<file path="src/rtl/arb_pkg.sv">
package arb_pkg;
  typedef enum logic [0:0] {
    S_IDLE = 1'b0,
    S_SCAN = 1'b1
  } arb_state_t;
endpackage

</file>
<file path="src/rtl/arb_rank.sv">
module arb_rank #(
  parameter int NUM_CORES = 4,
  parameter int CNT_W     = 8,
  parameter int WT_W      = 8,
  parameter int TMP_W     = 8,
  localparam int IDX_W    = (NUM_CORES > 1) ? $clog2(NUM_CORES) : 1
) (
  input  logic [NUM_CORES-1:0]       cand,
  input  logic [NUM_CORES*CNT_W-1:0] remaining,
  input  logic [NUM_CORES*WT_W-1:0]  defect_wt,
  input  logic [NUM_CORES*TMP_W-1:0] temperature,
  output logic                       found,
  output logic [IDX_W-1:0]           best
);
  localparam int WL_W = CNT_W + WT_W;
  localparam int XP_W = WL_W + TMP_W;

  logic [WL_W-1:0]  workload [NUM_CORES];
  logic [TMP_W-1:0] temp_c   [NUM_CORES];

  // Numerator of each score: remaining patterns times defect weight.
  for (genvar g = 0; g < NUM_CORES; g++) begin : g_wl
    assign workload[g] = WL_W'(remaining[g*CNT_W +: CNT_W]) *
                         WL_W'(defect_wt[g*WT_W +: WT_W]);
    assign temp_c[g]   = temperature[g*TMP_W +: TMP_W];
  end

  // Linear scan. A core replaces the current best only on a strictly
  // larger score, so on a tie the lower index is kept.
  always_comb begin
    logic [XP_W-1:0] lhs;
    logic [XP_W-1:0] rhs;
    found = 1'b0;
    best  = '0;
    lhs   = '0;
    rhs   = '0;
    for (int i = 0; i < NUM_CORES; i++) begin
      if (cand[i]) begin
        lhs = XP_W'(workload[i]) * XP_W'(temp_c[best]);
        rhs = XP_W'(workload[best]) * XP_W'(temp_c[i]);
        if (!found || (lhs > rhs)) begin
          best  = IDX_W'(i);
          found = 1'b1;
        end
      end
    end
  end
endmodule

</file>
<file path="src/rtl/arb_ledger.sv">
module arb_ledger #(
  parameter int NUM_CORES = 4,
  parameter int BW_W      = 6,
  parameter int BUS_LIMIT = 16,
  localparam int IDX_W    = (NUM_CORES > 1) ? $clog2(NUM_CORES) : 1,
  localparam int SUM_W    = BW_W + IDX_W + 1
) (
  input  logic                 clk,
  input  logic                 rst_n,
  input  logic                 grant_en,
  input  logic [IDX_W-1:0]     grant_idx,
  input  logic [BW_W-1:0]      grant_bw,
  input  logic [NUM_CORES-1:0] release_mask,
  output logic [NUM_CORES-1:0] active,
  output logic [BW_W-1:0]      free_bw
);
  logic [BW_W-1:0]      held [NUM_CORES];
  logic [NUM_CORES-1:0] eff_rel;
  logic [SUM_W-1:0]     rel_sum;
  logic [SUM_W-1:0]     held_sum;
  logic [SUM_W-1:0]     free_next;

  // Release bits of inactive cores are dropped.
  assign eff_rel = release_mask & active;

  always_comb begin
    rel_sum  = '0;
    held_sum = '0;
    for (int i = 0; i < NUM_CORES; i++) begin
      if (eff_rel[i]) rel_sum  = rel_sum + SUM_W'(held[i]);
      if (active[i])  held_sum = held_sum + SUM_W'(held[i]);
    end
    // Grant and release in the same cycle are both applied.
    free_next = SUM_W'(free_bw) + rel_sum - (grant_en ? SUM_W'(grant_bw) : '0);
  end

  always_ff @(posedge clk or negedge rst_n) begin
    if (!rst_n) begin
      free_bw <= BW_W'(BUS_LIMIT);
      active  <= '0;
      for (int i = 0; i < NUM_CORES; i++) held[i] <= '0;
    end else begin
      free_bw <= BW_W'(free_next);
      for (int i = 0; i < NUM_CORES; i++) begin
        if (grant_en && (grant_idx == IDX_W'(i))) begin
          active[i] <= 1'b1;
          held[i]   <= grant_bw;
        end else if (eff_rel[i]) begin
          active[i] <= 1'b0;
          held[i]   <= '0;
        end
      end
    end
  end

  // the budget is conserved between free and held bandwidth.
  p_budget_conserved_r6: assert property (@(posedge clk) disable iff (!rst_n)
    (SUM_W'(free_bw) + held_sum) == SUM_W'(BUS_LIMIT));
  p_free_bounded_r6: assert property (@(posedge clk) disable iff (!rst_n)
    SUM_W'(free_bw) <= SUM_W'(BUS_LIMIT));
  // a grant never takes more than is free.
  p_grant_fits_r4: assert property (@(posedge clk) disable iff (!rst_n)
    grant_en |-> (grant_bw <= free_bw));
  // a granted core is active afterwards.
  p_grant_marks_r5: assert property (@(posedge clk) disable iff (!rst_n)
    grant_en |=> active[$past(grant_idx)]);
endmodule

</file>
<file path="src/rtl/core_activation_arbiter.sv">
module core_activation_arbiter #(
  parameter int NUM_CORES = 4,
  parameter int CNT_W     = 8,
  parameter int WT_W      = 8,
  parameter int TMP_W     = 8,
  parameter int BW_W      = 6,
  parameter int BUS_LIMIT = 16
) (
  input  logic                       clk,
  input  logic                       rst_n,
  input  logic                       req_valid,
  output logic                       req_ready,
  input  logic [NUM_CORES-1:0]       core_ready,
  input  logic [NUM_CORES*CNT_W-1:0] remaining,
  input  logic [NUM_CORES*WT_W-1:0]  defect_wt,
  input  logic [NUM_CORES*TMP_W-1:0] temperature,
  input  logic [NUM_CORES*BW_W-1:0]  bw_need,
  input  logic [NUM_CORES-1:0]       release_mask,
  output logic                       done,
  output logic [NUM_CORES-1:0]       grant_mask,
  output logic [NUM_CORES-1:0]       activate,
  output logic [NUM_CORES-1:0]       active,
  output logic [BW_W-1:0]            free_bw
);
  import arb_pkg::*;
  localparam int IDX_W = (NUM_CORES > 1) ? $clog2(NUM_CORES) : 1;
  localparam int CYC_W = $clog2(NUM_CORES + 3);

  arb_state_t           state;
  logic [NUM_CORES-1:0] cand;
  logic [NUM_CORES-1:0] acc;
  logic                 found;
  logic [IDX_W-1:0]     best;
  logic [BW_W-1:0]      need_best;
  logic                 grant_now;
  logic                 finish;
  logic [CYC_W-1:0]     pass_cyc;

  arb_rank #(
    .NUM_CORES(NUM_CORES), .CNT_W(CNT_W), .WT_W(WT_W), .TMP_W(TMP_W)
  ) i_rank (
    .cand(cand), .remaining(remaining), .defect_wt(defect_wt),
    .temperature(temperature), .found(found), .best(best)
  );

  assign need_best = bw_need[best*BW_W +: BW_W];
  // Stop on empty set, empty budget or first misfit.
  assign grant_now = (state == S_SCAN) && found && (free_bw != '0) &&
                     (need_best <= free_bw);
  assign finish    = (state == S_SCAN) && !grant_now;
  assign req_ready = (state == S_IDLE);

  arb_ledger #(
    .NUM_CORES(NUM_CORES), .BW_W(BW_W), .BUS_LIMIT(BUS_LIMIT)
  ) i_ledger (
    .clk(clk), .rst_n(rst_n), .grant_en(grant_now), .grant_idx(best),
    .grant_bw(need_best), .release_mask(release_mask),
    .active(active), .free_bw(free_bw)
  );

  always_ff @(posedge clk or negedge rst_n) begin
    if (!rst_n) begin
      state      <= S_IDLE;
      cand       <= '0;
      acc        <= '0;
      done       <= 1'b0;
      grant_mask <= '0;
      activate   <= '0;
      pass_cyc   <= '0;
    end else begin
      done     <= 1'b0;
      activate <= '0;
      if (state == S_IDLE) begin
        if (req_valid) begin
          cand     <= core_ready & ~active;
          acc      <= '0;
          pass_cyc <= '0;
          state    <= S_SCAN;
        end
      end else begin
        pass_cyc <= pass_cyc + 1'b1;
        if (grant_now) begin
          cand[best]     <= 1'b0;
          acc[best]      <= 1'b1;
          activate[best] <= 1'b1;
        end
        if (finish) begin
          done       <= 1'b1;
          grant_mask <= acc;
          state      <= S_IDLE;
        end
      end
    end
  end

  // only an inactive candidate is granted.
  p_grant_candidate_r1: assert property (@(posedge clk) disable iff (!rst_n)
    grant_now |-> (cand[best] && !active[best]));
  // activation pulses are one-hot and last one cycle.
  p_activate_onehot_r5: assert property (@(posedge clk) disable iff (!rst_n)
    $onehot0(activate));
  p_activate_pulse_r5: assert property (@(posedge clk) disable iff (!rst_n)
    (activate != '0) |=> ((activate & $past(activate)) == '0));
  // a misfit at the top of the ranking ends the pass next cycle.
  p_misfit_stops_r4: assert property (@(posedge clk) disable iff (!rst_n)
    ((state == S_SCAN) && found && (need_best > free_bw)) |=> done);
  // done is a single pulse and the pass length is bounded.
  p_done_pulse_r8: assert property (@(posedge clk) disable iff (!rst_n)
    done |=> !done);
  p_pass_bounded_r8: assert property (@(posedge clk) disable iff (!rst_n)
    (state == S_SCAN) |-> (pass_cyc <= CYC_W'(NUM_CORES)));
endmodule

</file>
<file path="config.mk">
export PLATFORM = sky130hd
export DESIGN_NAME = core_activation_arbiter
export DESIGN_NICKNAME = d
export VERILOG_FILES = /design/src/rtl/arb_pkg.sv /design/src/rtl/arb_rank.sv /design/src/rtl/arb_ledger.sv /design/src/rtl/core_activation_arbiter.sv
export SDC_FILE = /design/constraint.sdc
export NUM_CORES = 2
export LEC_CHECK = 0
export BUFFER_PORTS_ARGS = -buffer_cell sky130_fd_sc_hd__buf_4
export CAP_MARGIN = 0
export CORE_ASPECT_RATIO = 0.7
export CORE_MARGIN = 4
export CORE_UTILIZATION = 55
export DETAILED_ROUTE_END_ITERATION = 16
export PLACE_DENSITY = 0.82
export SLEW_MARGIN = 20
export SYNTH_ARGS = -nofsm -noshare
export SYNTH_HDL_FRONTEND = slang
export SYNTH_HIERARCHICAL = 1
export SYNTH_SLANG_ARGS = --single-unit
</file>
<file path="constraint.sdc">
create_clock -name clk -period 44.4 [get_ports clk]
set_input_delay 8.88 -clock clk [delete_from_list [all_inputs] [get_ports clk]]
set_output_delay 8.88 -clock clk [all_outputs]
set_load 0.005 [all_outputs]
</file>
==> flow_metrics.py <==
metrics = {
    "drt": {
        "vias_per_cell": 5.58,
        "wl_per_cell_um": 17.2,
        "totalWireLength_um": 92400,
        "postRouteAntennaNets": 0,
        "firstDrtPassIters": 6,
        "dr.first_iter.drc_count": 2268,
        "drcViolationCount": 0,
        "vias": 29979,
    },
    "floorplanning": {
        "rows": 80,
        "initial_utilization": 0.555,
        "ioPinCount": 151,
        "core_um2": 68100,
        "dieArea_um2": 73000,
        "die_w_um": 321,
        "die_y_um": 227,
    },
    "critical_path": {
        "r2r_end": "i_ledger/free_bw[5]",
        "worstPathRequired_ps": 44570,
        "r2r_cells": 69,
        "reg2reg_from": "cand[0]",
        "cp_slowest_cell": "mux2i_2",
        "crit_top_cell": "fa_1",
        "r2r_slack_ps": 22760,
        "crit_arrival_ps": 38600,
        "crit_type": "in2reg",
        "critPathLaunchType": "input pin",
        "setup.worst_path.end_class": "register",
        "critPathMaxStageDelay_ps": 930,
        "path_max_fanout": 34,
    },
    "synthesis": {
        "synth_top_area_frac": 0.347,
        "ys_seq_area_frac": 0.0345,
        "avgSynthCellArea_um2": 8.62,
        "synth.cell_area_um2": 37800,
        "syn-num-nets": 5675,
        "synth-edff-count": 0,
        "yosysMostFrequentCell": "inv_1",
        "yosys_most_used_dff": "dfrtp_1",
        "synth.distinct_cells": 98,
        "synthesis.instances": 4382,
        "yosys_register_bits": 52,
        "yosys-top-cells-area": "fa_1, ha_1, inv_1",
        "async_reset_ff_frac": 1.00,
        "synth.top_cells.by_count": "inv_1, fa_1, ha_1, and2_1, nand2_1",
        "synth_warnings": 6,
        "yosys.area.top_type": "fa_1",
    },
    "placement": {
        "dp_hpwl_um": 78300,
        "gp_congestion": 0.938,
        "dp_slack_ps": 6140,
        "io_buffer_count": 150,
    },
    "worst_hold_path": {
        "min_path_type": "reg2reg",
        "hold_path_depth": 2,
        "min_from": "acc[2]",
        "min_to": "acc[2]",
    },
    "clock_tree": {
        "clock_sinks": 52,
        "holdBufCountCts": 0,
        "cts_inserted_buffers": 5,
        "clkSlewWorstSetupHoldPaths_ps": 70,
        "cts_root_buf": "clkbuf_16",
        "postCtsSetupBuffers": 0,
        "cts_resized": 0,
        "insertion_delay_ps": 290,
        "clockBufferDepth": 2,
        "cts_max_level": 2,
        "cts_tree": "yes",
    },
    "global_routing": {
        "grt_usage": 0.257,
        "grt_pass1_wl_um": 155000,
        "grt_max_degree": 53,
        "antenna_found_initial": 0,
        "grt-ovfl-total": 0,
        "grt_pass1_vias": 30478,
    },
    "timing": {
        "fin_setup_tns_ps": 0,
        "max_freq_mhz": 26.0,
        "slew_viol_final": 0,
        "finClkSkew_ps": 5.00,
        "rsz0062_at_grt": "no",
        "setup_viol": 0,
        "hold_viol_final": 0,
        "tightestPinTransition_ps": 1250,
        "fin_ws_ps": 5970,
        "slew_headroom": 0.161,
        "fin_crit_sh": 0.866,
        "period_needed_ps": 38430,
    },
    "cells_and_area": {
        "nFillCells": 5946,
        "finalNetCount": 5761,
        "drive_gt1_frac": 0.0665,
        "syn_to_final_growth_pct": 5.72,
    },
    "status": {
        "status": "completed",
    },
    "run": {
        "max_cap_viol_count": 0,
    },
}
[cells by family after synthesis]
logic type	share of synthesized area
buffers and inverters	0.0951
xor gates and xnor gates	0.0398
adders and majority gates	0.515
AOI/OAI and AO/OA	0.0848
muxes	0.0258
and+or+nand+nor	0.205
DFF	0.0345
[critical path: cells and delay by family]
kind / cells / cell delay (ps)
AOI/OAI and AO/OA: 28 / 7130
xor gates and xnor gates: 5 / 1000
adders and majority gates: 26 / 11420
buffers and inverters: 14 / 1510
muxes: 4 / 2580
and+or+nand+nor: 22 / 5990
[how the worst max path moves through the flow]
| stage | from | end | slack (ps) | depth (start not counted) |
|---|---|---|---|---|
| final | remaining[14] | i_ledger/free_bw[5] | 5970 | 99 |
| after detailed placement | remaining[15] | i_ledger/free_bw[5] | 6140 | 98 |
| after CTS | remaining[15] | i_ledger/free_bw[5] | 6300 | 98 |
| after floorplan | remaining[8] | i_ledger/free_bw[5] | 10040 | 111 |
| after global routing | remaining[14] | i_ledger/free_bw[5] | 4480 | 103 |
| after global placement | remaining[14] | i_ledger/free_bw[5] | 6170 | 99 |
[registers in the layout, summed over array words and instances (netlist names)]
name	count
state	1
i_ledger/held	24
cand	4
i_ledger/active	4
i_ledger/free_bw	6
activate	4
grant_mask	4
acc	4
done	1
[layout make-up]
class,count,area [um^2],share of cell area
multi-input combinational,3401,32900,0.825
antenna,1,2.50,0.0000627
clock inverter,3,22.5,0.000564
inverter,841,3160,0.0791
tap,902,1130,0.0283
sequential,52,1300,0.0326
timing repair buffer,167,1250,0.0314
clock buffer,5,125,0.00313
[through the flow]
stage                     utilization  instance area [um^2]  hold slack (ps)  std cells
after floorplan                     -                 37800              446       4382
after global placement          0.584                 39700              471       5362
after detailed placement        0.584                 39800              473       5363
after CTS                       0.586                 39900              489       5371
after global routing            0.587                 39900              525       5371
final                           0.587                 39900              482       5372
[placed cells by master (no fill, tap or decap), drive strengths merged, types with 28 or more instances in the layout]
cell	Yosys	final
a21oi	156	156
ha	507	507
buf	27	167
and2	469	469
nor2	285	285
mux2i	36	36
a21o	60	60
or2	28	28
xnor2	105	105
nor3	56	56
nand3	68	68
dfrtp	51	51
nand2	393	393
nand2b	45	45
nor2b	73	73
xor2	63	63
and3	40	40
o21ai	88	88
fa	655	655
inv	841	842
[metal layers]
| metal | track usage | wire length [um] | up-vias |
|---|---|---|---|
| met5 | 0 | 0 | - |
| met4 | 0.0523 | 2090 | 0 |
| met3 | 0.0481 | 8680 | 125 |
| met2 | 0.392 | 39100 | 1192 |
| met1 | 0.386 | 42500 | 14679 |
| li1 | - | - | 13983 |
Power is left out: the tool's default activity adds up to more than one toggle a clock period on the data nets, which glitch-free logic cannot reach.
